$ cat config.mk
export PLATFORM = sky130hd
export DESIGN_NAME = can_fault_conf
export DESIGN_NICKNAME = d
export VERILOG_FILES = /design/src/rtl/canfc_pkg.sv /design/src/rtl/canfc_err_counters.sv /design/src/rtl/canfc_stuff_mon.sv /design/src/rtl/canfc_recovery.sv /design/src/rtl/can_fault_conf.sv
export SDC_FILE = /design/constraint.sdc
export NUM_CORES = 1
export LEC_CHECK = 0
export ABC_CLOCK_PERIOD_IN_PS = 2400
export BUFFER_PORTS_ARGS = -buffer_cell sky130_fd_sc_hd__buf_4
export CAP_MARGIN = 20
export CORE_UTILIZATION = 58
export DETAILED_ROUTE_END_ITERATION = 10
export PLACE_DENSITY = 0.8
export SLEW_MARGIN = 20
export SYNTH_ARGS = -nofsm -noshare
export SYNTH_HDL_FRONTEND = slang
export SYNTH_SLANG_ARGS = --single-unit
export TNS_END_PERCENT = 30
$ cat constraint.sdc
create_clock -name clk_i -period 2.4 [get_ports clk_i]
set_input_delay 0.24 -clock clk_i [delete_from_list [all_inputs] [get_ports clk_i]]
set_output_delay 0.24 -clock clk_i [all_outputs]
set_load 0.02 [all_outputs]
$ cat src/rtl/canfc_pkg.sv
package canfc_pkg;

    typedef enum logic [1:0] {
        FC_ACTIVE      = 2'd0,
        FC_PASSIVE     = 2'd1,
        FC_OFF_WAIT    = 2'd2,
        FC_OFF_RECOVER = 2'd3
    } fc_state_e;

    localparam logic [1:0] CODE_ACTIVE  = 2'b00;
    localparam logic [1:0] CODE_PASSIVE = 2'b01;
    localparam logic [1:0] CODE_BUS_OFF = 2'b10;

endpackage

$ cat src/rtl/canfc_err_counters.sv
module canfc_err_counters #(
    parameter int TEC_W   = 9,
    parameter int REC_W   = 8,
    parameter int TX_STEP = 8
) (
    input  logic             clk_i,
    input  logic             rst_ni,
    input  logic             hold_i,
    input  logic             clear_i,
    input  logic             tx_err_i,
    input  logic             tx_ok_i,
    input  logic             rx_err_i,
    input  logic             rx_ok_i,
    output logic [TEC_W-1:0] tec_o,
    output logic [REC_W-1:0] rec_o
);

    localparam logic [TEC_W-1:0] TEC_MAX  = '1;
    localparam logic [REC_W-1:0] REC_MAX  = '1;
    localparam logic [TEC_W-1:0] TEC_STEP = TEC_W'(TX_STEP);

    logic [TEC_W-1:0] tec_q, tec_d;
    logic [REC_W-1:0] rec_q, rec_d;

    always_comb begin
        tec_d = tec_q;
        if (clear_i) begin
            tec_d = '0;
        end else if (!hold_i) begin
            if (tx_err_i) begin
                tec_d = (tec_q > TEC_MAX - TEC_STEP) ? TEC_MAX : tec_q + TEC_STEP;
            end else if (tx_ok_i && tec_q != '0) begin
                tec_d = tec_q - 1'b1;
            end
        end
    end

    always_comb begin
        rec_d = rec_q;
        if (clear_i) begin
            rec_d = '0;
        end else if (!hold_i) begin
            if (rx_err_i) begin
                rec_d = (rec_q == REC_MAX) ? REC_MAX : rec_q + 1'b1;
            end else if (rx_ok_i && rec_q != '0) begin
                rec_d = rec_q - 1'b1;
            end
        end
    end

    always_ff @(posedge clk_i) begin
        if (!rst_ni) begin
            tec_q <= '0;
            rec_q <= '0;
        end else begin
            tec_q <= tec_d;
            rec_q <= rec_d;
        end
    end

    assign tec_o = tec_q;
    assign rec_o = rec_q;

    AST_TEC_STEP: assert property (@(posedge clk_i) disable iff (!rst_ni)
        (!hold_i && !clear_i && tx_err_i && tec_q <= TEC_MAX - TEC_STEP)
        |=> (tec_q == $past(tec_q) + TEC_STEP));

    AST_REC_FLOOR: assert property (@(posedge clk_i) disable iff (!rst_ni)
        (!clear_i && !rx_err_i && rec_q == '0) |=> (rec_q == '0));

endmodule

$ cat src/rtl/canfc_stuff_mon.sv
module canfc_stuff_mon #(
    parameter int STUFF_LEN = 6
) (
    input  logic clk_i,
    input  logic rst_ni,
    input  logic tick_i,
    input  logic bit_i,
    input  logic frame_i,
    input  logic enable_i,
    output logic err_o
);

    localparam int LEN_W = $clog2(STUFF_LEN);
    localparam logic [LEN_W-1:0] LEN_LAST = LEN_W'(STUFF_LEN - 1);

    logic [LEN_W-1:0] len_q, len_d;
    logic             last_q, last_d;

    assign err_o = tick_i && frame_i && enable_i && (bit_i == last_q) && (len_q == LEN_LAST);

    always_comb begin
        len_d  = len_q;
        last_d = tick_i ? bit_i : last_q;
        if (!frame_i || !enable_i) begin
            len_d = '0;
        end else if (tick_i) begin
            if (err_o) begin
                len_d = '0;
            end else if (bit_i == last_q) begin
                len_d = len_q + 1'b1;
            end else begin
                len_d = LEN_W'(1);
            end
        end
    end

    always_ff @(posedge clk_i) begin
        if (!rst_ni) begin
            len_q  <= '0;
            last_q <= 1'b1;
        end else begin
            len_q  <= len_d;
            last_q <= last_d;
        end
    end

    AST_STUFF_LEN_BOUND: assert property (@(posedge clk_i) disable iff (!rst_ni)
        (len_q <= LEN_LAST));

    AST_STUFF_RESTART: assert property (@(posedge clk_i) disable iff (!rst_ni)
        err_o |=> (len_q == '0));

endmodule

$ cat src/rtl/canfc_recovery.sv
module canfc_recovery #(
    parameter int DLY_W     = 16,
    parameter int RUN_LEN   = 11,
    parameter int RUN_TOTAL = 129
) (
    input  logic             clk_i,
    input  logic             rst_ni,
    input  logic             wait_i,
    input  logic             count_i,
    input  logic [DLY_W-1:0] delay_i,
    input  logic             tick_i,
    input  logic             bit_i,
    output logic             delay_done_o,
    output logic             done_o
);

    localparam int RUN_W  = $clog2(RUN_LEN);
    localparam int RUNS_W = $clog2(RUN_TOTAL);
    localparam logic [RUN_W-1:0]  RUN_LAST  = RUN_W'(RUN_LEN - 1);
    localparam logic [RUNS_W-1:0] RUNS_LAST = RUNS_W'(RUN_TOTAL - 1);
    localparam logic [DLY_W-1:0]  DLY_MAX   = '1;

    logic [DLY_W-1:0]  dly_q, dly_d;
    logic [RUN_W-1:0]  run_q, run_d;
    logic [RUNS_W-1:0] runs_q, runs_d;

    assign delay_done_o = wait_i && (dly_q >= delay_i);
    assign done_o       = count_i && tick_i && bit_i && (run_q == RUN_LAST) && (runs_q == RUNS_LAST);

    always_comb begin
        if (!wait_i) begin
            dly_d = '0;
        end else if (dly_q == DLY_MAX) begin
            dly_d = dly_q;
        end else begin
            dly_d = dly_q + 1'b1;
        end
    end

    always_comb begin
        run_d  = run_q;
        runs_d = runs_q;
        if (!count_i) begin
            run_d  = '0;
            runs_d = '0;
        end else if (tick_i) begin
            if (!bit_i) begin
                run_d = '0;
            end else if (run_q == RUN_LAST) begin
                run_d  = '0;
                runs_d = (runs_q == RUNS_LAST) ? '0 : runs_q + 1'b1;
            end else begin
                run_d = run_q + 1'b1;
            end
        end
    end

    always_ff @(posedge clk_i) begin
        if (!rst_ni) begin
            dly_q  <= '0;
            run_q  <= '0;
            runs_q <= '0;
        end else begin
            dly_q  <= dly_d;
            run_q  <= run_d;
            runs_q <= runs_d;
        end
    end

    AST_RUN_BOUND: assert property (@(posedge clk_i) disable iff (!rst_ni)
        (run_q <= RUN_LAST));

    AST_DOMINANT_RESTART: assert property (@(posedge clk_i) disable iff (!rst_ni)
        (count_i && tick_i && !bit_i) |=> (run_q == '0 && runs_q == $past(runs_q)));

endmodule

$ cat src/rtl/can_fault_conf.sv
module can_fault_conf #(
    parameter int TEC_W         = 9,
    parameter int REC_W         = 8,
    parameter int DLY_W         = 16,
    parameter int TX_STEP       = 8,
    parameter int PASSIVE_LIMIT = 127,
    parameter int OFF_LIMIT     = 255,
    parameter int STUFF_LEN     = 6,
    parameter int RUN_LEN       = 11,
    parameter int RUN_TOTAL     = 129
) (
    input  logic             clk_i,
    input  logic             rst_ni,
    input  logic             bit_tick_i,
    input  logic             bus_bit_i,
    input  logic             frame_active_i,
    input  logic             tx_err_i,
    input  logic             tx_ok_i,
    input  logic             rx_err_i,
    input  logic             rx_ok_i,
    input  logic             auto_recover_i,
    input  logic [DLY_W-1:0] recover_delay_i,
    input  logic             init_i,
    output logic [1:0]       state_o,
    output logic [TEC_W-1:0] tec_o,
    output logic [REC_W-1:0] rec_o,
    output logic             node_en_o,
    output logic             stuff_err_o
);

    import canfc_pkg::*;

    localparam logic [TEC_W-1:0] TEC_PASS_LIM = TEC_W'(PASSIVE_LIMIT);
    localparam logic [REC_W-1:0] REC_PASS_LIM = REC_W'(PASSIVE_LIMIT);
    localparam logic [TEC_W-1:0] TEC_OFF_LIM  = TEC_W'(OFF_LIMIT);

    fc_state_e        state_q, state_d;
    logic             init_q;
    logic             init_fall;
    logic [TEC_W-1:0] tec_w;
    logic [REC_W-1:0] rec_w;
    logic             in_bus_off;
    logic             in_wait;
    logic             in_recover;
    logic             stuff_w;
    logic             delay_done;
    logic             rec_done;
    logic             cnt_clear;

    assign init_fall = init_q && !init_i;

    // State register
    always_ff @(posedge clk_i) begin
        if (!rst_ni) begin
            state_q <= FC_ACTIVE;
            init_q  <= 1'b0;
        end else begin
            state_q <= state_d;
            init_q  <= init_i;
        end
    end

    // Next-state logic
    always_comb begin
        state_d = state_q;
        unique case (state_q)
            FC_ACTIVE, FC_PASSIVE: begin
                if (tec_w > TEC_OFF_LIM) begin
                    state_d = FC_OFF_WAIT;
                end else if (tec_w > TEC_PASS_LIM || rec_w > REC_PASS_LIM) begin
                    state_d = FC_PASSIVE;
                end else begin
                    state_d = FC_ACTIVE;
                end
            end
            FC_OFF_WAIT: begin
                if (auto_recover_i ? delay_done : init_fall) begin
                    state_d = FC_OFF_RECOVER;
                end
            end
            FC_OFF_RECOVER: begin
                if (rec_done) begin
                    state_d = FC_ACTIVE;
                end
            end
        endcase
    end

    // Outputs and control derived from the state
    always_comb begin
        in_wait    = 1'b0;
        in_recover = 1'b0;
        state_o    = CODE_ACTIVE;
        unique case (state_q)
            FC_ACTIVE:      state_o = CODE_ACTIVE;
            FC_PASSIVE:     state_o = CODE_PASSIVE;
            FC_OFF_WAIT: begin
                state_o = CODE_BUS_OFF;
                in_wait = 1'b1;
            end
            FC_OFF_RECOVER: begin
                state_o    = CODE_BUS_OFF;
                in_recover = 1'b1;
            end
        endcase
        in_bus_off  = in_wait || in_recover;
        node_en_o   = !in_bus_off;
        cnt_clear   = in_recover && rec_done;
        stuff_err_o = stuff_w;
        tec_o       = tec_w;
        rec_o       = rec_w;
    end

    canfc_err_counters #(
        .TEC_W   (TEC_W),
        .REC_W   (REC_W),
        .TX_STEP (TX_STEP)
    ) u_counters (
        .clk_i    (clk_i),
        .rst_ni   (rst_ni),
        .hold_i   (in_bus_off),
        .clear_i  (cnt_clear),
        .tx_err_i (tx_err_i),
        .tx_ok_i  (tx_ok_i),
        .rx_err_i (rx_err_i || stuff_w),
        .rx_ok_i  (rx_ok_i),
        .tec_o    (tec_w),
        .rec_o    (rec_w)
    );

    canfc_stuff_mon #(
        .STUFF_LEN (STUFF_LEN)
    ) u_stuff (
        .clk_i    (clk_i),
        .rst_ni   (rst_ni),
        .tick_i   (bit_tick_i),
        .bit_i    (bus_bit_i),
        .frame_i  (frame_active_i),
        .enable_i (!in_bus_off),
        .err_o    (stuff_w)
    );

    canfc_recovery #(
        .DLY_W     (DLY_W),
        .RUN_LEN   (RUN_LEN),
        .RUN_TOTAL (RUN_TOTAL)
    ) u_recovery (
        .clk_i        (clk_i),
        .rst_ni       (rst_ni),
        .wait_i       (in_wait),
        .count_i      (in_recover),
        .delay_i      (recover_delay_i),
        .tick_i       (bit_tick_i),
        .bit_i        (bus_bit_i),
        .delay_done_o (delay_done),
        .done_o       (rec_done)
    );

    AST_PASSIVE_ENTRY: assert property (@(posedge clk_i) disable iff (!rst_ni)
        ((state_q == FC_ACTIVE || state_q == FC_PASSIVE) && tec_w <= TEC_OFF_LIM
         && (tec_w > TEC_PASS_LIM || rec_w > REC_PASS_LIM))
        |=> (state_o == CODE_PASSIVE));

    AST_BUSOFF_ENTRY: assert property (@(posedge clk_i) disable iff (!rst_ni)
        ((state_q == FC_ACTIVE || state_q == FC_PASSIVE) && tec_w > TEC_OFF_LIM)
        |=> (state_o == CODE_BUS_OFF && !node_en_o));

    AST_BUSOFF_FREEZE: assert property (@(posedge clk_i) disable iff (!rst_ni)
        (state_q == FC_OFF_WAIT || (state_q == FC_OFF_RECOVER && !rec_done))
        |=> ($stable(tec_o) && $stable(rec_o)));

    AST_WAIT_HOLD: assert property (@(posedge clk_i) disable iff (!rst_ni)
        (state_q == FC_OFF_WAIT && !auto_recover_i && !init_fall)
        |=> (state_q == FC_OFF_WAIT));

    AST_RECOVERY_CLEAR: assert property (@(posedge clk_i) disable iff (!rst_ni)
        (state_q == FC_OFF_RECOVER && rec_done)
        |=> (tec_o == '0 && rec_o == '0 && state_o == CODE_ACTIVE));

endmodule

==> results.toml, run 1 <==
[outcome]
status = "completed"

[timing]
report.final.hold_viol_count = 0
totalNegativeSetupSlack_ns = 0
worst-slew-pin-transition_ns = 0.544
final_min_period_over_clock_period_pct = 88.7
rsz0062_at_grt = "no"
finalSetupViolCount = 0
max_clock_freq_ghz = 0.470
skew_ns = 0.0120
whs_ns = 0.143
min_period_ns = 2.13
slew_headroom_pct = 63.6
slew_viol_final = 0

[synthesis]
postSynthAreaPerCell_um2 = 8.09
cell_taking_the_most_area_after_synthesis = "sky130_fd_sc_hd__dfxtp_1"
syn-instance-count = 435
synth.area.top_cells = "sky130_fd_sc_hd__dfxtp_1 (30%), sky130_fd_sc_hd__ha_1 (11%), sky130_fd_sc_hd__nor2_1 (5.5%)"
ys_dominant_reg_cell = "sky130_fd_sc_hd__dfxtp_1"
yosysWarnings = 0
post_synth_instance_area_mm2 = 0.00352
ys_ff_latch = 52
synth.top_cell.area_share_pct = 29.6
synth_sequential_area_ratio_pct = 29.6
synth_edf_count = 0
postSynth.asyncResetShare_pct = 0
syn_nets = 494
synth.lib_cells_used.distinct = 60

[floorplanning]
ios = 48
die-width_um = 79.9
initial_utilization_pct = 62.0
floorplan.rows = 27
die_span_y_um = 79.9
design.core.area_mm2 = 0.00568
floorplan.die_area_mm2 = 0.00638

[finish]
num-nets-final = 535
layout-drive-gt1-share_pct = 14.7
syn_to_final_growth_pct = 13.9
n_antenna_cell = 0
final_core_utilization_pct = 70.6
post-route-cell-area_mm2 = 0.00401

[grt]
via_count_of_the_first_global_routing_pass = 3011
grt_pass1_wl_um = 13300
initial_antenna_violation_count = 0
grt_remaining_overflow = 0
grt_usage_pct = 25.9
maximum_number_of_pins_on_one_net_before_global_route_repair = 18

[detailed_routing]
drt_wl_total_um = 7670
route.antenna.remaining_nets = 0
detailedRoute.firstIterationViolations = 247
dr_total_vias = 3248
remaining_drc_errors = 0
drt_first_pass_iters = 5
vias_per_cell = 5.92
post_drt_wl_per_cell_um = 14.0

[setup_path]
ff2ff_path_depth = 7
reg2reg_slack_ns = 0.27
critical_path_class = "register to register"
critical_path_required_ns = 2.61
critical_path_arrival_ns = 2.34
critPathSlowestCell = "sky130_fd_sc_hd__dfxtp_1"
timing.critical_path.slowest_cell_delay_ns = 0.55
worst-path-max-fanout = 13
setup.worst_path.end_class = "register"
worstPathCellList = "inv_1 -> ha_1 -> a41o_1 -> a41oi_1 -> o21ai_0 -> a221oi_1 -> nor2_1"
critPathLaunchType = "register"

[job]
timing.max_cap.violations = 0

[hold_path]
hold_class = "input port to register"
min_delay_path_depth = 2

[cts]
number_of_buffers_created_by_cts = 5
cts_tree = "yes"
post_cts_repair_timing_setup_buffer_count = 0
cts_max_level = 2
cts_num_sinks = 52
worstSkewPairLatency_ns = 0.31
cts_resized = 0
cts.clk_slew.worst_paths_ns = 0.10
cts.path.max_buffers = 2
ctsHoldBuffers = 0
cts-root-buf = "sky130_fd_sc_hd__clkbuf_8"

[power_and_ir_drop]
vdd_drop_max_mv = 0.342
static-leakage-power_nw = 1.71
pwr_density_cell_mw_per_mm2 = 574

[place]
detailed_place_hpwl_um = 5780
dpl-instance-area_mm2 = 0.00392
numPortBuffers = 47
routabilityCongestion = 0.892
[worst max-delay path, delay by kind of cell (launching register included)]
kind / cells / cell delay (ns)
AO/OA/AOI/OAI: 4 / 1.10
adder cells (fa/ha/maj): 1 / 0.21
buffers and inverters: 1 / 0.12
flip-flops: 1 / 0.55
AND/OR/NAND/NOR: 1 / 0.06
[layout by cell type (no fill, tap or decap), types with 2 or more instances in the layout]
cell type	instances
sky130_fd_sc_hd__and2_1	4
sky130_fd_sc_hd__a221oi_1	3
sky130_fd_sc_hd__buf_4	53
sky130_fd_sc_hd__inv_1	37
sky130_fd_sc_hd__xnor2_1	9
sky130_fd_sc_hd__nand2b_1	4
sky130_fd_sc_hd__a211oi_1	3
sky130_fd_sc_hd__o311ai_0	2
sky130_fd_sc_hd__o41a_1	2
sky130_fd_sc_hd__and3_1	14
sky130_fd_sc_hd__o2111a_1	3
sky130_fd_sc_hd__a21oi_1	27
sky130_fd_sc_hd__mux2i_1	4
sky130_fd_sc_hd__a31oi_1	3
sky130_fd_sc_hd__nand4_1	9
sky130_fd_sc_hd__and4_1	5
sky130_fd_sc_hd__or4_1	3
sky130_fd_sc_hd__a21o_1	8
sky130_fd_sc_hd__clkbuf_8	5
sky130_fd_sc_hd__a41oi_1	2
sky130_fd_sc_hd__nand4b_1	2
sky130_fd_sc_hd__dfxtp_1	52
sky130_fd_sc_hd__nor3_1	13
sky130_fd_sc_hd__a311oi_1	3
sky130_fd_sc_hd__o22ai_1	2
sky130_fd_sc_hd__nor2b_1	4
sky130_fd_sc_hd__o211ai_1	5
sky130_fd_sc_hd__xor2_1	13
sky130_fd_sc_hd__ha_1	32
sky130_fd_sc_hd__nand2_1	22
sky130_fd_sc_hd__a41o_1	2
sky130_fd_sc_hd__nand3_1	15
sky130_fd_sc_hd__nor4_1	4
sky130_fd_sc_hd__nor3b_1	5
sky130_fd_sc_hd__o31a_1	3
sky130_fd_sc_hd__o21ai_0	19
sky130_fd_sc_hd__o31ai_1	3
sky130_fd_sc_hd__or3_1	3
sky130_fd_sc_hd__nor2_1	52
[cell usage after synthesis (4+ instances only)]
library cell / number
sky130_fd_sc_hd__nand3_1: 15
sky130_fd_sc_hd__and3_1: 14
sky130_fd_sc_hd__and2_1: 4
sky130_fd_sc_hd__nand2_1: 22
sky130_fd_sc_hd__o211ai_1: 5
sky130_fd_sc_hd__inv_1: 37
sky130_fd_sc_hd__a21oi_1: 27
sky130_fd_sc_hd__xnor2_1: 9
sky130_fd_sc_hd__mux2i_1: 4
sky130_fd_sc_hd__clkbuf_1: 14
sky130_fd_sc_hd__o21ai_0: 19
sky130_fd_sc_hd__nor2_1: 52
sky130_fd_sc_hd__nor3_1: 13
sky130_fd_sc_hd__nor2b_1: 4
sky130_fd_sc_hd__nand4_1: 9
sky130_fd_sc_hd__ha_1: 32
sky130_fd_sc_hd__xor2_1: 13
sky130_fd_sc_hd__dfxtp_1: 52
sky130_fd_sc_hd__a21o_1: 8
sky130_fd_sc_hd__nor4_1: 4
sky130_fd_sc_hd__and4_1: 5
sky130_fd_sc_hd__nand2b_1: 4
sky130_fd_sc_hd__nor3b_1: 5
[per-stage QoR]
step | worst slack, ns | cells | total power [mW]
floorplan | 0.266 | 435 | 1.55
global route | 0.0494 | 549 | 2.45
detailed placement | 0.291 | 541 | 1.80
finish | 0.271 | 549 | 2.30
global placement | 0.343 | 541 | 1.78
CTS | 0.283 | 549 | 2.31
[final timing paths]
| path | startpoint | end |
|---|---|---|
| min reg2reg | u_stuff.last_q$_SDFFE_PN1P_ | u_stuff.last_q$_SDFFE_PN1P_ |
| max | u_counters.tec_o[3]$_SDFFE_PP0P_ | u_counters.tec_o[5]$_SDFFE_PP0P_ |
| max reg2reg | u_counters.tec_o[3]$_SDFFE_PP0P_ | u_counters.tec_o[5]$_SDFFE_PP0P_ |
| min | init_i | init_q$_SDFF_PN0_ |
[kinds of logic (layout without fill, tap and decap cells)]
logic type,count (synthesis),count (layout),synth area share [%]
XOR/XNOR,22,22,5.48
buffers and inverters,56,98,6.51
multiplexers,5,5,1.46
flip-flops,52,52,29.6
AO/OA/AOI/OAI,101,101,20.3
AND/OR/NAND/NOR,167,167,25.2
adder cells (fa/ha/maj),32,32,11.4
[state kept, by name, summed over array words and instances (netlist names)]
| signal | cells |
|---|---|
| init_q | 1 |
| state_q | 2 |
| u_counters.rec_o | 8 |
| u_counters.tec_o | 9 |
| u_recovery.dly_q | 16 |
| u_recovery.run_q | 4 |
| u_recovery.runs_q | 8 |
| u_stuff.last_q | 1 |
| u_stuff.len_q | 3 |
[report_power, final]
group,total (mW),internal (mW),switching (mW)
registers,1.05,0.925,0.128
logic,0.728,0.325,0.403
clock network,0.516,0.208,0.309
[final cells by class]
class,instances,area (µm²)
Tap cell,72,90.1
Multi-Input combinational cell,327,2250
Inverter,37,139
Timing Repair Buffer,53,398
Sequential cell,52,1040
Clock buffer,5,68.8
Clock inverter,3,21.3
Fill cell,497,1670
[routing by layer]
| layer | up-vias | routed length [µm] | global-route usage [%] |
|---|---|---|---|
| met1 | 1485 | 3470 | 32.6 |
| met3 | 10 | 381 | 4.46 |
| met4 | 0 | 87 | 8.75 |
| met5 | - | 0 | 0 |
| li1 | 1655 | - | - |
| met2 | 98 | 3730 | 44.4 |
No activity file was read; power rests on OpenSTA's default activity.
==> run 2, diff against run 1 <==
Settings changed: CORE_MARGIN from default to 4.
==> run 2 against run 1 <==
  * Design area is essentially flat
  * Setup slack worse by 0.0072 ns
  * Clock power is 1% higher
  * Non-clock buffer count shrank 2
  * Cell count up 0.18%
  * Total power barely moved
  * Highest routed layer unchanged
==> results.toml, run 2 (synthesis gave the netlist of run 1 again) <==
[finish]
registers.top_by_ff_count = "u_recovery.dly_q"
most_frequent_cells_in_the_layout = "sky130_fd_sc_hd__nor2_1 (52), sky130_fd_sc_hd__dfxtp_1 (52), sky130_fd_sc_hd__buf_4 (51)"
n_antenna_cell = 0
post-route-cell-area_mm2 = 0.00400
flip_flop_count_of_the_largest_register_after_layout = 16
final_core_utilization_pct = 68.0
layout-drive-gt1-share_pct = 14.5
num-nets-final = 533
syn_to_final_growth_pct = 13.8

[grt]
grt_remaining_overflow = 0
initial_antenna_violation_count = 0
grt_usage_pct = 21.7
grt_pass1_wl_um = 13300
maximum_number_of_pins_on_one_net_before_global_route_repair = 17
via_count_of_the_first_global_routing_pass = 3029

[setup_path]
critical_path_class = "register to register"
critical_path_arrival_ns = 2.34
critical_path_required_ns = 2.60
critPathLaunchType = "register"
setup.worst_path.end_class = "register"
worst-path-max-fanout = 12

[timing]
report.final.hold_viol_count = 0
totalNegativeSetupSlack_ns = 0
finalSetupViolCount = 0
skew_ns = 0.00771
rsz0062_at_grt = "no"
max_clock_freq_ghz = 0.468
slew_headroom_pct = 64.2
min_period_ns = 2.14
worst-slew-pin-transition_ns = 0.535
slew_viol_final = 0
final_min_period_over_clock_period_pct = 89.0
whs_ns = 0.165

[detailed_routing]
route.antenna.remaining_nets = 0
drt_first_pass_iters = 4
dr_total_vias = 3274
detailedRoute.firstIterationViolations = 110
post_drt_wl_per_cell_um = 14.5
vias_per_cell = 5.95
remaining_drc_errors = 0
drt_wl_total_um = 7950

[hold_path]
hold_class = "input port to register"

[floorplanning]
design.core.area_mm2 = 0.00589
floorplan.rows = 28
ios = 48
initial_utilization_pct = 59.8
die_span_y_um = 85.9
die-width_um = 85.9
floorplan.die_area_mm2 = 0.00737

[cts]
cts.path.max_buffers = 2
cts_max_level = 2
ctsHoldBuffers = 0
number_of_buffers_created_by_cts = 5
cts-root-buf = "sky130_fd_sc_hd__clkbuf_8"
post_cts_repair_timing_setup_buffer_count = 0
cts_tree = "yes"
cts_num_sinks = 52
cts.clk_slew.worst_paths_ns = 0.10
worstSkewPairLatency_ns = 0.31

[job]
timing.max_cap.violations = 0

[power_and_ir_drop]
static-leakage-power_nw = 1.71
vdd_drop_max_mv = 0.328
report.power.total_mw = 2.30
pwr_density_cell_mw_per_mm2 = 574

[place]
dpl-instance-area_mm2 = 0.00390
detailed_place_hpwl_um = 6010
numPortBuffers = 47
routabilityCongestion = 0.939

[outcome]
status = "completed"
run 2: critical path, cell delays in order (launching register included):
cell                       delay [ns]
sky130_fd_sc_hd__dfxtp_1         0.43
sky130_fd_sc_hd__inv_1           0.13
sky130_fd_sc_hd__ha_1            0.14
sky130_fd_sc_hd__or4b_2          0.65
sky130_fd_sc_hd__a21oi_1         0.25
sky130_fd_sc_hd__o41ai_1         0.11
sky130_fd_sc_hd__a221oi_1        0.26
sky130_fd_sc_hd__nor2_1          0.06
run 2: area by class of cell:
| class | instances | area, µm² |
|---|---|---|
| clock inverters | 2 | 10.0 |
| clock buffers | 6 | 82.6 |
| fillers | 520 | 1880 |
| flip-flops and latches | 52 | 1040 |
| multi-input cells | 327 | 2250 |
| inverters | 37 | 139 |
| repair buffers | 51 | 383 |
| well taps | 75 | 93.8 |
run 2: power breakdown:
| group | internal [mW] | leakage [nW] | switching (mW) |
|---|---|---|---|
| logic | 0.317 | 1.24 | 0.405 |
| registers | 0.925 | 0.423 | 0.132 |
| clock network | 0.231 | 0.0510 | 0.290 |
| total | 1.47 | 1.71 | 0.826 |
run 2: final timing paths:
kind | to | cells after the start | from | slack [ns]
setup / recovery | u_counters.tec_o[5]$_SDFFE_PP0P_ | 7 | u_counters.tec_o[4]$_SDFFE_PP0P_ | 0.26
hold / removal | u_stuff.last_q$_SDFFE_PN1P_ | 2 | rst_ni | 0.16
setup reg to reg | u_counters.tec_o[5]$_SDFFE_PP0P_ | 7 | u_counters.tec_o[4]$_SDFFE_PP0P_ | 0.26
hold reg to reg | u_stuff.last_q$_SDFFE_PN1P_ | 2 | u_stuff.last_q$_SDFFE_PN1P_ | 0.50
run 2: layer usage:
layer  vias up  track usage (%)  share of wire (%)
li1       1648                -                  -
met5         -                0                  0
met3        14             3.75                5.8
met4         0             7.77                1.9
met2        97             37.9                 48
met1      1515             26.7                 44
run 2: per-stage QoR:
stage	worst slack (ns)	instances
CTS	0.235	550
finish	0.264	550
global placement	0.317	542
global route	0.0377	550
floorplan	0.266	435
detailed placement	0.244	542
run 2: timing repair:
action,4_1_cts,5_1_grt
gates resized for setup,0,1
endpoints found under the hold margin,0,0
setup endpoints to repair,0,1
==> run 3, diff against run 2 <==
Settings changed: CORE_UTILIZATION 58 to 55, CTS_CLUSTER_SIZE from default to 28, PLACE_DENSITY 0.8 to 0.77, REMOVE_ABC_BUFFERS from default to 1.
==> run 3 against run 2 <==
  * Via count decreased by 0.37%
  * Sequential share of layout area hardly changed
  * Fmax is 0.26% lower
  * Cell count up 0.18%
  * Combinational power increased by 1%
  * Sequential power barely moved
  * Largest power group unchanged
  * Highest routed layer unchanged
==> results.toml, run 3 (synthesis gave the netlist of run 1 again) <==
[outcome]
status = "completed"

[finish]
layout-drive-gt1-share_pct = 14.3
most_common_cell_after_layout_fill_and_taps_aside = "sky130_fd_sc_hd__buf_4"
syn_to_final_growth_pct = 13.6
most_frequent_cells_in_the_layout = "sky130_fd_sc_hd__buf_4 (53), sky130_fd_sc_hd__nor2_1 (52), sky130_fd_sc_hd__dfxtp_1 (52)"
flip_flop_count_of_the_largest_register_after_layout = 16
post-route-cell-area_mm2 = 0.00400
n_antenna_cell = 0
registers.top_by_ff_count = "u_recovery.dly_q"
num-nets-final = 535

[setup_path]
regToRegEndpoint = "u_counters.tec_o[6]$_SDFFE_PP0P_"
critPathLaunchType = "register"
critical_path_required_ns = 2.64
setup.worst_path.end_class = "register"
critical_path_arrival_ns = 2.38
reg2reg_slack_ns = 0.26
r2r_start = "u_counters.tec_o[0]$_SDFFE_PP0P_"
critical_path_class = "register to register"
timing.critical_path.slowest_cell_delay_ns = 0.51
ff2ff_path_depth = 7
critPathSlowestCell = "sky130_fd_sc_hd__nor4b_1"
worst-path-max-fanout = 9
worstPathCellList = "inv_1 -> ha_1 -> nor4b_1 -> o311ai_0 -> a221oi_1 -> o21ai_0 -> a21oi_1"

[grt]
grt_remaining_overflow = 0
via_count_of_the_first_global_routing_pass = 3092
maximum_number_of_pins_on_one_net_before_global_route_repair = 17
initial_antenna_violation_count = 0
grt_usage_pct = 21.6
grt_pass1_wl_um = 13700

[floorplanning]
die_span_y_um = 88.0
design.core.area_mm2 = 0.00606
ios = 48
floorplan.rows = 28
initial_utilization_pct = 58.0
die-width_um = 88.0
floorplan.die_area_mm2 = 0.00774

[cts]
post_cts_repair_timing_setup_buffer_count = 0
cts_max_level = 2
worstSkewPairLatency_ns = 0.30
cts_tree = "yes"
ctsHoldBuffers = 0
cts.clk_slew.worst_paths_ns = 0.09
cts-root-buf = "sky130_fd_sc_hd__clkbuf_8"
cts_resized = 0
cts.path.max_buffers = 2
cts_num_sinks = 52
number_of_buffers_created_by_cts = 5

[timing]
finalSetupViolCount = 0
final_min_period_over_clock_period_pct = 89.2
max_clock_freq_ghz = 0.467
rsz0062_at_grt = "no"
totalNegativeSetupSlack_ns = 0
min_period_ns = 2.14
slew_headroom_pct = 60.6
worst-slew-pin-transition_ns = 0.582
skew_ns = 0.00671
report.final.hold_viol_count = 0
slew_viol_final = 0

[power_and_ir_drop]
report.power.total_mw = 2.26
vdd_drop_max_mv = 0.369
static-leakage-power_nw = 1.71
pwr_density_cell_mw_per_mm2 = 566

[detailed_routing]
route.antenna.remaining_nets = 0
drt_first_pass_iters = 5
detailedRoute.firstIterationViolations = 117
remaining_drc_errors = 0
drt_wl_total_um = 7940
vias_per_cell = 5.92
post_drt_wl_per_cell_um = 14.4
dr_total_vias = 3262

[hold_path]
holdCritStartpoint = "init_i"
min_to = "init_q$_SDFF_PN0_"
min_delay_path_depth = 2
hold_class = "input port to register"

[place]
detailed_place_hpwl_um = 5980
dpl-instance-area_mm2 = 0.00392
numPortBuffers = 47
routabilityCongestion = 0.927

[job]
timing.max_cap.violations = 0
run 3: cell count changes in the layout (fill, tap and decap cells not counted):
cell	change
sky130_fd_sc_hd__a41oi_2	-1
sky130_fd_sc_hd__clkbuf_1	+1
sky130_fd_sc_hd__a41oi_1	+1
sky130_fd_sc_hd__clkinv_2	-1
sky130_fd_sc_hd__clkbuf_8	-1
sky130_fd_sc_hd__buf_4	+2
run 3: final cells by class:
type                            count  area [µm²]
Multi-Input combinational cell    327        2250
Fill cell                         524        2060
Sequential cell                    52        1040
Timing Repair Buffer               53         398
Inverter                           37         139
Tap cell                           75        93.8
Clock buffer                        6        72.6
Clock inverter                      1        5.00
run 3: metrics by stage:
stage | cells | hold WS (ns) | util (%) | worst slack (ns)
3_3_place_gp | 544 | 0.462 | 64.7 | 0.361
5_1_grt | 551 | 0.148 | 65.9 | 0.0906
4_1_cts | 551 | 0.149 | 65.9 | 0.265
3_5_place_dp | 544 | 0.463 | 64.7 | 0.289
2_1_floorplan | 416 | 0.312 | - | 0.229
6_report | 551 | 0.155 | 65.9 | 0.258
run 3: metal layers:
metal	global-route usage, %	part of all wire [%]	vias up	wire [µm]
li1	-	-	1659	-
met1	28.3	45	1476	3580
met2	35.4	46	103	3660
met3	3.29	5.9	24	471
met4	9.07	2.8	0	223
met5	0	0	-	0
run 3: worst max path at each step:
| stage | start | endpoint | slack, ns | cells past startpoint |
|---|---|---|---|---|
| finish | u_counters.tec_o[0]$_SDFFE_PP0P_ | u_counters.tec_o[6]$_SDFFE_PP0P_ | 0.26 | 7 |
| global route | u_counters.tec_o[3]$_SDFFE_PP0P_ | u_counters.tec_o[5]$_SDFFE_PP0P_ | 0.09 | 7 |
| CTS | u_counters.tec_o[3]$_SDFFE_PP0P_ | u_counters.tec_o[8]$_SDFFE_PP0P_ | 0.27 | 4 |
| detailed placement | u_counters.tec_o[3]$_SDFFE_PP0P_ | u_counters.tec_o[8]$_SDFFE_PP0P_ | 0.29 | 4 |
| global placement | u_counters.tec_o[3]$_SDFFE_PP0P_ | u_counters.tec_o[1]$_SDFFE_PP0P_ | 0.36 | 4 |
| floorplan | state_q[1]$_SDFFE_PN0P_ | u_counters.rec_o[5]$_SDFFE_PP0P_ | 0.23 | 5 |
run 3: critical path, delay by kind of cell (launching register included):
kind / cells / cell delay, ns
compound gates: 4 / 0.81
buf+inv: 1 / 0.12
flops: 1 / 0.40
fa+ha+maj: 1 / 0.22
simple gates: 1 / 0.51
run 3: where the power goes:
part / internal, mW / leakage [nW] / switching (mW)
Sequential: 0.925 / 0.423 / 0.129
Clock: 0.199 / 0.0410 / 0.276
Combinational: 0.320 / 1.25 / 0.412
Total: 1.44 / 1.71 / 0.816
